[src/rtl/bsh_pkg.sv]
// Shared definitions for the operand shifter.
// Assumes a power-of-two data width.
package bsh_pkg;
    typedef enum logic [2:0] {
        SH_LSL = 3'd0,
        SH_LSR = 3'd1,
        SH_ASR = 3'd2,
        SH_ROR = 3'd3,
        SH_IMM = 3'd4
    } shift_op_e;
endpackage

[src/rtl/bsh_amount_sel.sv]
// Chooses the shift amount source and classifies the amount.
// Assumes REG_W > AMT_W; the data width is 2**AMT_W.
module bsh_amount_sel #(
    parameter int AMT_W = 5,
    parameter int REG_W = 8
) (
    input  logic             from_reg,
    input  logic [AMT_W-1:0] shamt_imm,
    input  logic [REG_W-1:0] reg_amt,
    output logic [AMT_W-1:0] amt_low,
    output logic             amt_zero,
    output logic             amt_ge_w,
    output logic             amt_eq_w
);
    localparam int W = 1 << AMT_W;

    // Select the source and flag zero, >= width and == width.
    always_comb begin
        if (from_reg) begin
            amt_low  = reg_amt[AMT_W-1:0];
            amt_zero = (reg_amt == '0);
            amt_ge_w = |reg_amt[REG_W-1:AMT_W];
            amt_eq_w = (reg_amt == REG_W'(W));
        end else begin
            amt_low  = shamt_imm;
            amt_zero = (shamt_imm == '0);
            amt_ge_w = 1'b0;
            amt_eq_w = 1'b0;
        end
    end
endmodule

[src/rtl/bsh_rot_stages.sv]
// Logarithmic right rotator: one 2-input mux stage per amount bit.
// Assumes W is a power of two.
module bsh_rot_stages #(
    parameter int W = 32,
    localparam int LW = $clog2(W)
) (
    input  logic [W-1:0]  din,
    input  logic [LW-1:0] amt,
    output logic [W-1:0]  dout
);
    logic [W-1:0] stg [LW+1];

    assign stg[0] = din;

    for (genvar s = 0; s < LW; s++) begin : g_stage
        localparam int D = 1 << s;
        // Rotate right by 2**s when this amount bit is set.
        assign stg[s+1] = amt[s] ? {stg[s][D-1:0], stg[s][W-1:D]} : stg[s];
    end

    assign dout = stg[LW];
endmodule

[src/rtl/bsh_mask_fill.sv]
// Replaces vacated positions of a rotated word with a fill bit.
// Assumes k in 1..W-1 whenever the mask matters.
module bsh_mask_fill #(
    parameter int W = 32,
    localparam int LW = $clog2(W)
) (
    input  logic [W-1:0]  rotated,
    input  logic [LW-1:0] k,
    input  logic          left,
    input  logic          fill_bit,
    output logic [W-1:0]  shifted
);
    for (genvar i = 0; i < W; i++) begin : g_bit
        logic vacated;
        // Left shifts vacate low bits; right shifts vacate high bits.
        assign vacated    = left ? (i < int'(k)) : ((i + int'(k)) >= W);
        assign shifted[i] = vacated ? fill_bit : rotated[i];
    end
endmodule

[src/rtl/barrel_shift_unit.sv]
// Second-operand shifter with shift carry and a registered output.
// Assumes DATA_W == 2**SH_W and ROT_W + 1 == SH_W.
module barrel_shift_unit
    import bsh_pkg::*;
#(
    parameter int DATA_W = 32,
    parameter int SH_W   = 5,
    parameter int REG_W  = 8,
    parameter int IMM_W  = 8,
    parameter int ROT_W  = 4
) (
    input  logic              clk,
    input  logic              rst_n,
    input  logic [2:0]        op_sel,
    input  logic              amt_from_reg,
    input  logic [SH_W-1:0]   shamt_imm,
    input  logic [REG_W-1:0]  reg_amt,
    input  logic [DATA_W-1:0] operand,
    input  logic              carry_in,
    input  logic [IMM_W-1:0]  imm_val,
    input  logic [ROT_W-1:0]  imm_rot,
    output logic [DATA_W-1:0] result_q,
    output logic              carry_q
);
    localparam int W = DATA_W;

    shift_op_e       op;
    logic [SH_W-1:0] k;
    logic            k_zero, k_ge_w, k_eq_w;
    logic            is_left;
    logic [W-1:0]    rot_in, rot_out, masked;
    logic [SH_W-1:0] rot_amt, carry_idx, imm_amt;
    logic [W-1:0]    imm_out;
    logic            sign;
    logic [W-1:0]    nxt_res;
    logic            nxt_c;

    assign op      = shift_op_e'(op_sel);
    assign sign    = operand[W-1];
    assign is_left = (op == SH_LSL);

    bsh_amount_sel #(.AMT_W(SH_W), .REG_W(REG_W)) u_amt (
        .from_reg (amt_from_reg),
        .shamt_imm(shamt_imm),
        .reg_amt  (reg_amt),
        .amt_low  (k),
        .amt_zero (k_zero),
        .amt_ge_w (k_ge_w),
        .amt_eq_w (k_eq_w)
    );

    // Left by k is a one-place pre-rotate then a right rotate by ~k.
    always_comb begin
        rot_in    = is_left ? {operand[0], operand[W-1:1]} : operand;
        rot_amt   = is_left ? ~k : k;
        carry_idx = is_left ? (~k + 1'b1) : (k - 1'b1);
        imm_amt   = SH_W'({imm_rot, 1'b0});
    end

    bsh_rot_stages #(.W(W)) u_main_rot (
        .din (rot_in),
        .amt (rot_amt),
        .dout(rot_out)
    );

    bsh_mask_fill #(.W(W)) u_fill (
        .rotated (rot_out),
        .k       (k),
        .left    (is_left),
        .fill_bit((op == SH_ASR) & sign),
        .shifted (masked)
    );

    bsh_rot_stages #(.W(W)) u_imm_rot (
        .din ({{(W-IMM_W){1'b0}}, imm_val}),
        .amt (imm_amt),
        .dout(imm_out)
    );

    // Select the result and carry for the requested operation.
    always_comb begin
        nxt_res = operand;
        nxt_c   = carry_in;
        case (op)
            SH_LSL, SH_LSR: begin
                if (k_zero) begin
                    nxt_res = operand;
                    nxt_c   = carry_in;
                end else if (k_ge_w) begin
                    nxt_res = '0;
                    nxt_c   = k_eq_w & (is_left ? operand[0] : sign);
                end else begin
                    nxt_res = masked;
                    nxt_c   = operand[carry_idx];
                end
            end
            SH_ASR: begin
                if (k_zero) begin
                    nxt_res = operand;
                    nxt_c   = carry_in;
                end else if (k_ge_w) begin
                    nxt_res = {W{sign}};
                    nxt_c   = sign;
                end else begin
                    nxt_res = masked;
                    nxt_c   = operand[carry_idx];
                end
            end
            SH_ROR: begin
                if (k_zero && !amt_from_reg) begin
                    nxt_res = {carry_in, operand[W-1:1]};
                    nxt_c   = operand[0];
                end else if (k_zero) begin
                    nxt_res = operand;
                    nxt_c   = carry_in;
                end else begin
                    nxt_res = rot_out;
                    nxt_c   = rot_out[W-1];
                end
            end
            SH_IMM: begin
                nxt_res = imm_out;
                nxt_c   = (imm_rot == '0) ? carry_in : imm_out[W-1];
            end
            default: begin
                nxt_res = operand;
                nxt_c   = carry_in;
            end
        endcase
    end

    // Output register with synchronous active-low reset.
    always_ff @(posedge clk) begin
        if (!rst_n) begin
            result_q <= '0;
            carry_q  <= 1'b0;
        end else begin
            result_q <= nxt_res;
            carry_q  <= nxt_c;
        end
    end
endmodule

[config.mk]
export PLATFORM = sky130hd
export DESIGN_NAME = barrel_shift_unit
export DESIGN_NICKNAME = d
export VERILOG_FILES = /design/src/rtl/bsh_pkg.sv /design/src/rtl/bsh_amount_sel.sv /design/src/rtl/bsh_rot_stages.sv /design/src/rtl/bsh_mask_fill.sv /design/src/rtl/barrel_shift_unit.sv
export SDC_FILE = /design/constraint.sdc
export NUM_CORES = 1
export LEC_CHECK = 0
export CORE_MARGIN = 4
export CORE_UTILIZATION = 50
export DETAILED_ROUTE_END_ITERATION = 7
export PLACE_DENSITY = 0.75
export SLEW_MARGIN = 20
export SYNTH_ARGS = -nofsm -noshare
export SYNTH_HDL_FRONTEND = slang
export SYNTH_HIERARCHICAL = 1
export SYNTH_SLANG_ARGS = --single-unit
[constraint.sdc]
create_clock -name clk -period 4.99 [get_ports clk]
set_input_delay 0.499 -clock clk [delete_from_list [all_inputs] [get_ports clk]]
set_output_delay 0.499 -clock clk [all_outputs]
set_load 0.005 [all_outputs]
# [After elaboration in Yosys (flattened, before gate mapping)]
# Index checks and enable logic that the tools add are counted.
[word_totals] regBits=33 in_bits=64 out_inout_bits=33 wordCells=213
[classes] addsub=33 order_cmp=64 eq_ne=5 n_mux=98 bitwise_logic=3 reduce_logical=8
[op_table] op="$ge 32x7->1 const B" count=31
[op_table] op="$mux 32" count=16
[op_table] op="$pmux 32 s4" count=1
[op_table] op="$add 5x5->6 const A" count=16
[op_table] op="$mux 1" count=76
[op_table] op="$lt 5x5->1 const A" count=15
[op_table] op="$add 4x5->6 const A" count=8
[op_table] op="$lt 4x5->1 const A" count=8
[op_table] op="$add 3x5->6 const A" count=4
[op_table] op="$lt 3x5->1 const A" count=4
[op_table] op="$mux 5" count=3
[op_table] op="$add 2x5->6 const A" count=2
[op_table] op="$lt 1x5->1 const A" count=2
[op_table] op="$lt 2x5->1 const A" count=2
[op_table] op="$eq 8x6->1 const B" count=1
[op_table] op="$logic_not 8->1" count=1
[op_table] op="$add 1x5->6 const A" count=1
[op_table] op="$eq 3x2->1 const B" count=2
[op_table] op="$ge 5x6->1 const B" count=1
[op_table] op="$lt 5x6->1 const B" count=1
[op_table] op="$add 5x1->5 const B" count=1
[op_table] op="$bmux 1 s5" count=1
[op_table] op="$logic_not 5->1" count=1
[op_table] op="$not 5->5" count=1
[op_table] op="11 further kinds" count=12

# [Longest topological paths before layout]
# Gate-level depths: netlist (run 1).
[depth] ltp_word=12 mapped_depth=18 depth_no_buf=14

# [Hierarchy]
# The synthesis (run 1) kept the hierarchy.
[by_module_without_submodules] module="barrel_shift_unit" n_inst=1 cells_each=586 area_per_inst_um2=3981.3 seq_area_each_um2=660.6
[by_module_without_submodules] module="bsh_rot_stages" n_inst=2 cells_each=116 area_per_inst_um2=1949.4 seq_area_each_um2=0.0
[by_module_without_submodules] module="bsh_mask_fill" n_inst=1 cells_each=133 area_per_inst_um2=947.2 seq_area_each_um2=0.0
[by_module_without_submodules] module="bsh_amount_sel" n_inst=1 cells_each=14 area_per_inst_um2=127.6 seq_area_each_um2=0.0

# [Worst setup path after synthesis (run 1)]
# OpenSTA, ideal clock, no wires.
[synth_path] kind="input port to flip-flop" startpoint="input op_sel[1]" endpoint="register carry_q" setup_ns=0.133 t_arrival_ns=4.135 required_time_ns=4.857 path_slack_ns=0.722 stages=18 path_buffers=5 path_cell_list="buf_6 -> or3_1 -> buf_6 -> clkinv_4 -> buf_2 -> xnor2_1 -> buf_6 -> buf_6 -> mux4_2 -> mux4_2 -> mux2_2 -> nor2_1 -> nor3_1 -> a221oi_1 -> o21ai_0 -> a2111oi_0 -> and3_1 -> nor4_2"
[synth_between] word_cells_on_any_way=25 classes_between="4 x eq/ne; 18 x mux; 1 x bitwise; 2 x reduce/logical"
[synth_rtl] item="from (decl)" line="barrel_shift_unit.sv:14" rtl="input logic [2:0] op_sel,"
[synth_rtl] item="$logic_not 3->1" line="barrel_shift_unit.sv:40" rtl="assign is_left = (op == SH_LSL);"
[synth_rtl] item="$mux 5" line="barrel_shift_unit.sv:55" rtl="rot_amt = is_left ? ~k : k;"
[synth_rtl] item="via rot_amt[1]" line="barrel_shift_unit.sv:32" rtl="logic [SH_W-1:0] rot_amt, carry_idx, imm_amt;"
[synth_rtl] item="$mux 32 (4 in series)" line="bsh_rot_stages.sv:18" rtl="assign stg[s+1] = amt[s] ? {stg[s][D-1:0], stg[s][W-1:D]} : stg[s];"
[synth_rtl] item="via rot_out[31]" line="barrel_shift_unit.sv:31" rtl="logic [W-1:0] rot_in, rot_out, masked;"
[synth_rtl] item="$mux 1" line="barrel_shift_unit.sv:113" rtl="end else if (k_zero) begin"
[synth_rtl] item="$mux 1" line="barrel_shift_unit.sv:110" rtl="if (k_zero && !amt_from_reg) begin"
[synth_rtl] item="$pmux 1 s4" line="barrel_shift_unit.sv:84" rtl="case (op)"
[synth_rtl] item="to (signal assigned)" line="barrel_shift_unit.sv:139" rtl="carry_q <= nxt_c;"
[synth_rtl] item="to (decl)" line="barrel_shift_unit.sv:23" rtl="output logic carry_q"
# The timed path passes the listed nets, and every way through them passes these cells. The select of a mux whose other input is x is not followed.
# A chain may end at the register's enable or synchronous reset.

# [Worst setup path after layout (run 1)]
[layout_path] startpoint="input op_sel[0]" endpoint="register carry_q"
[layout_between] word_cells_on_any_way=25 classes_between="4 x eq/ne; 18 x mux; 1 x bitwise; 2 x reduce/logical"
[layout_rtl] item="$logic_not 3->1" line="barrel_shift_unit.sv:40"
[layout_rtl] item="$mux 5" line="barrel_shift_unit.sv:55"
[layout_rtl] item="via rot_amt[3]" line="barrel_shift_unit.sv:32"
[layout_rtl] item="$mux 32 (2 in series)" line="bsh_rot_stages.sv:18"
[layout_rtl] item="via rot_out[31]" line="barrel_shift_unit.sv:31"
[layout_rtl] item="$mux 1" line="barrel_shift_unit.sv:113"
[layout_rtl] item="$mux 1" line="barrel_shift_unit.sv:110"
[layout_rtl] item="$pmux 1 s4" line="barrel_shift_unit.sv:84"
# The timed path passes the listed nets, and every way through them passes these cells. The select of a mux whose other input is x is not followed.

==> results.sh, run 1 <==
export IMPL_synthSimpleGateAreaFrac_pct=13.9
export IMPL_p_int_mw=1.34
export IMPL_placed_cells=1310
export IMPL_rows=48
export IMPL_post_route_period_util_pct=92.4
export IMPL_netlist_area_sq_um=8950
export IMPL_numCtsBuffers=5
export IMPL_grt_util_all_layers_pct=31.7
export IMPL_synth_top_family_by_area="multiplexers"
export IMPL_cp_slowest_cell="mux4_2"
export IMPL_antenna_found_initial=0
export IMPL_fin_cells=1318
export IMPL_die_area_sq_um=20100
export IMPL_synth_area_leaders="mux4_2 (32%), mux2_2 (9.4%), dfxtp_1 (7.4%)"
export IMPL_path_depth=13
export IMPL_via_count=9177
export IMPL_grt_pass1_wl_mm=49.7
export IMPL_setup_slack_ps=380
export IMPL_syn_to_final_growth_pct=17.5
export IMPL_synth_xor_area_share_pct=1.17
export IMPL_worst_path_dominant_cell_family="multiplexers"
export IMPL_power_leakage_nw=4.10
export IMPL_cts_tree="done"
export IMPL_cp_required_ps=5150
export IMPL_post_cts_resize_count=0
export IMPL_core_sq_um=17400
export IMPL_synth_compound_area_share_pct=19.8
export IMPL_p_switching_mw=0.934
export IMPL_crit_start="op_sel[0]"
export IMPL_combPwrFrac_pct=68.2
export IMPL_drt_first_pass_iters=6
export IMPL_synthCells=965
export IMPL_die_width_um=142
export IMPL_hold_viol=0
export IMPL_avgSynthCellArea_sq_um=9.28
export IMPL_antenna_cells=0
export IMPL_finish_instance_area_sq_um=10500
export IMPL_routed_via_density=6.96
export IMPL_grt_overflow=0
export IMPL_cp_max_fo=7
export IMPL_min_period_ps=4610
export IMPL_tns_ps=0
export IMPL_cp_arrival_ps=4770
export IMPL_die_h_um=142
export IMPL_setup_viol=0
export IMPL_htree_levels=2
export IMPL_floorplan_initialDensity_pct=51.4
export IMPL_dr_first_iter_drc_count=1571
export IMPL_ys_flop_type="dfxtp_1"
export IMPL_ant_nets=0
export IMPL_drive_gt1_share_pct=26.9
export IMPL_crit_top_cell="mux4_2"
export IMPL_endpoint="carry_q$_SDFF_PN0_"
export IMPL_pre_cts_ws_ps=118
export IMPL_clkTransAtPathRegs_ps=60
export IMPL_holdCritPathClass="input pin to flop"
export IMPL_clock_path_buffers=2
export IMPL_netlist_top_cells_count="nand2_1 (140), mux4_2 (126), o21ai_0 (104), mux2_2 (75), clkbuf_1 (69)"
export IMPL_post_dp_hpwl_mm=24.6
export IMPL_cap_violations=0
export IMPL_rsz0062_at_grt="no"
export IMPL_synthAdderAreaFrac_pct=0.279
export IMPL_nNetsFinal=1158
export IMPL_synth_cell_type_count=72
export IMPL_yosys_area_top_type_share_pct=31.7
export IMPL_wl_per_cell_um=24.7
export IMPL_slew_violations=0
export IMPL_io_pins=97
export IMPL_synth_edf_count=0
export IMPL_synth_most_common_cell="nand2_1"
export IMPL_pwr_share_clk_pct=18.6
export IMPL_slew_headroom_pct=36.2
export IMPL_grt_max_degree=73
export IMPL_drc=0
export IMPL_wl_mm=32.5
export IMPL_p_per_area_nw_per_um2=216
export IMPL_cp_cell_sequence="clkdlybuf4s50_1, or3_2, xnor2_2, mux4_2, mux4_2, mux2_2, nor2_1, nor3_1, a221oi_1, o21ai_0, a2111oi_0, and3_1, nor4_2"
export IMPL_yosysSeqAreaShare_pct=7.38
export IMPL_tightest_slew_ps=956
export IMPL_worst_path_buf_inv=1
export IMPL_gp_congestion=1.02
export IMPL_postCtsSetupRepairBufs=0
export IMPL_outcome="finished, final reports clean"
export IMPL_cts_sinks=33
export IMPL_muxShareOfSynthArea_pct=50.0
export IMPL_start_kind="input pin"
export IMPL_io_buffers=96
export IMPL_placed_cell_area_sq_um=10300
export IMPL_ys_warn_count=6
export IMPL_critPathMaxStageDelay_ps=650
export IMPL_ys_seq_elements=33
export IMPL_grt_pass1_vias=8353
export IMPL_synth_async_reset_ratio_pct=0
export IMPL_synth_top_cell_by_area="mux4_2"
export IMPL_swShare_pct=41.1
export IMPL_root_buffer="clkbuf_16"
export IMPL_critPathKind="input pin to flop"
export IMPL_p_seq_share_pct=13.2
export IMPL_peakVddDrop_v=0.000166
export IMPL_max_freq_mhz=217
export IMPL_ctsHoldBuffers=0
export IMPL_endpoint_kind="flop"
-- cell families (layout without fill, tap and decap cells) --
group,after synthesis,after routing
compound gates,262,262
xor+xnor,9,9
fa+ha+maj,2,2
buf+inv,128,160
flops,33,33
mux,270,270
other cells,1,97
simple gates,260,260
-- power groups by stage --
stage	logic [mW]	clock network, mW	registers [mW]
floorplan	1.05	0	0.309
global placement	1.48	0	0.306
detailed placement	1.49	0	0.306
CTS	1.50	0.426	0.301
global route	1.63	0.436	0.303
finish	1.55	0.422	0.301
-- final cells by class --
type                       instances  area (sq um)
multi-input combinational        900          8050
fill                            1553          6890
inverter                           8          35.0
clock buffer                       5           125
tap                              225           282
clock inverter                     3          68.8
timing repair buffer             144          1300
sequential                        33           661
-- worst min path at each step --
stage	endpoint	cells after the start	start
floorplan	result_q[16]$_SDFF_PN0_	2	rst_n
global placement	result_q[16]	1	result_q[16]$_SDFF_PN0_
finish	result_q[6]$_SDFF_PN0_	3	rst_n
global route	result_q[6]$_SDFF_PN0_	3	rst_n
CTS	result_q[6]$_SDFF_PN0_	4	op_sel[2]
detailed placement	result_q[13]	1	result_q[13]$_SDFF_PN0_
-- routing by layer --
metal  track usage, %  vias up  part of all wire [%]
met3             5.97       70                    12
met5                0        -                     0
li1                 -     3998                     -
met2             49.2      661                    45
met1             44.6     4448                    39
met4             11.3        0                   3.9
-- placed cells by master, fill, tap and decap left out, types with 3 or more instances in the layout --
cell             count
and2_1               4
mux2_1              29
mux2i_1             34
nor3_1               9
nand2_1            140
buf_2                6
o211ai_1             8
nand3_1             16
conb_1              97
inv_1                7
clkbuf_16            5
nor2_2               3
o211a_1             31
nand4_1              6
mux2_2              75
dfxtp_1             33
buf_4               47
nand3b_1             3
a31oi_1             36
a21oi_1              4
nor2b_1             39
o221ai_1            32
o21ai_1              9
clkdlybuf4s50_1     90
nor4_1               5
o22ai_1             13
xnor2_2              6
mux4_2             126
o21ai_0            103
nor2_1              17
-- worst min-delay path, cell delays in order --
cell and delay [ps]:
buf_2 310, o21ai_0 160, a31oi_1 50
-- metrics by stage --
stage | hold WS (ps) | power (mW) | util [%]
final | 791 | 2.27 | 60.4
after global placement | 1210 | 1.79 | 59.3
after floorplan | 637 | 1.36 | -
after CTS | 931 | 2.23 | 60.5
after global routing | 810 | 2.37 | 60.4
after detailed placement | 1210 | 1.79 | 59.3
-- state kept, by name, indices dropped and copies added (netlist names) --
register,count
carry_q,1
result_q,32
No activity file was read; power rests on OpenSTA's default activity.
==> run 2, diff against run 1 <==
CTS_CLUSTER_DIAMETER = 100   (was not set)
==> results of run 2 <==
No change in the layout: final DEF, timing and power equal those of run 1.
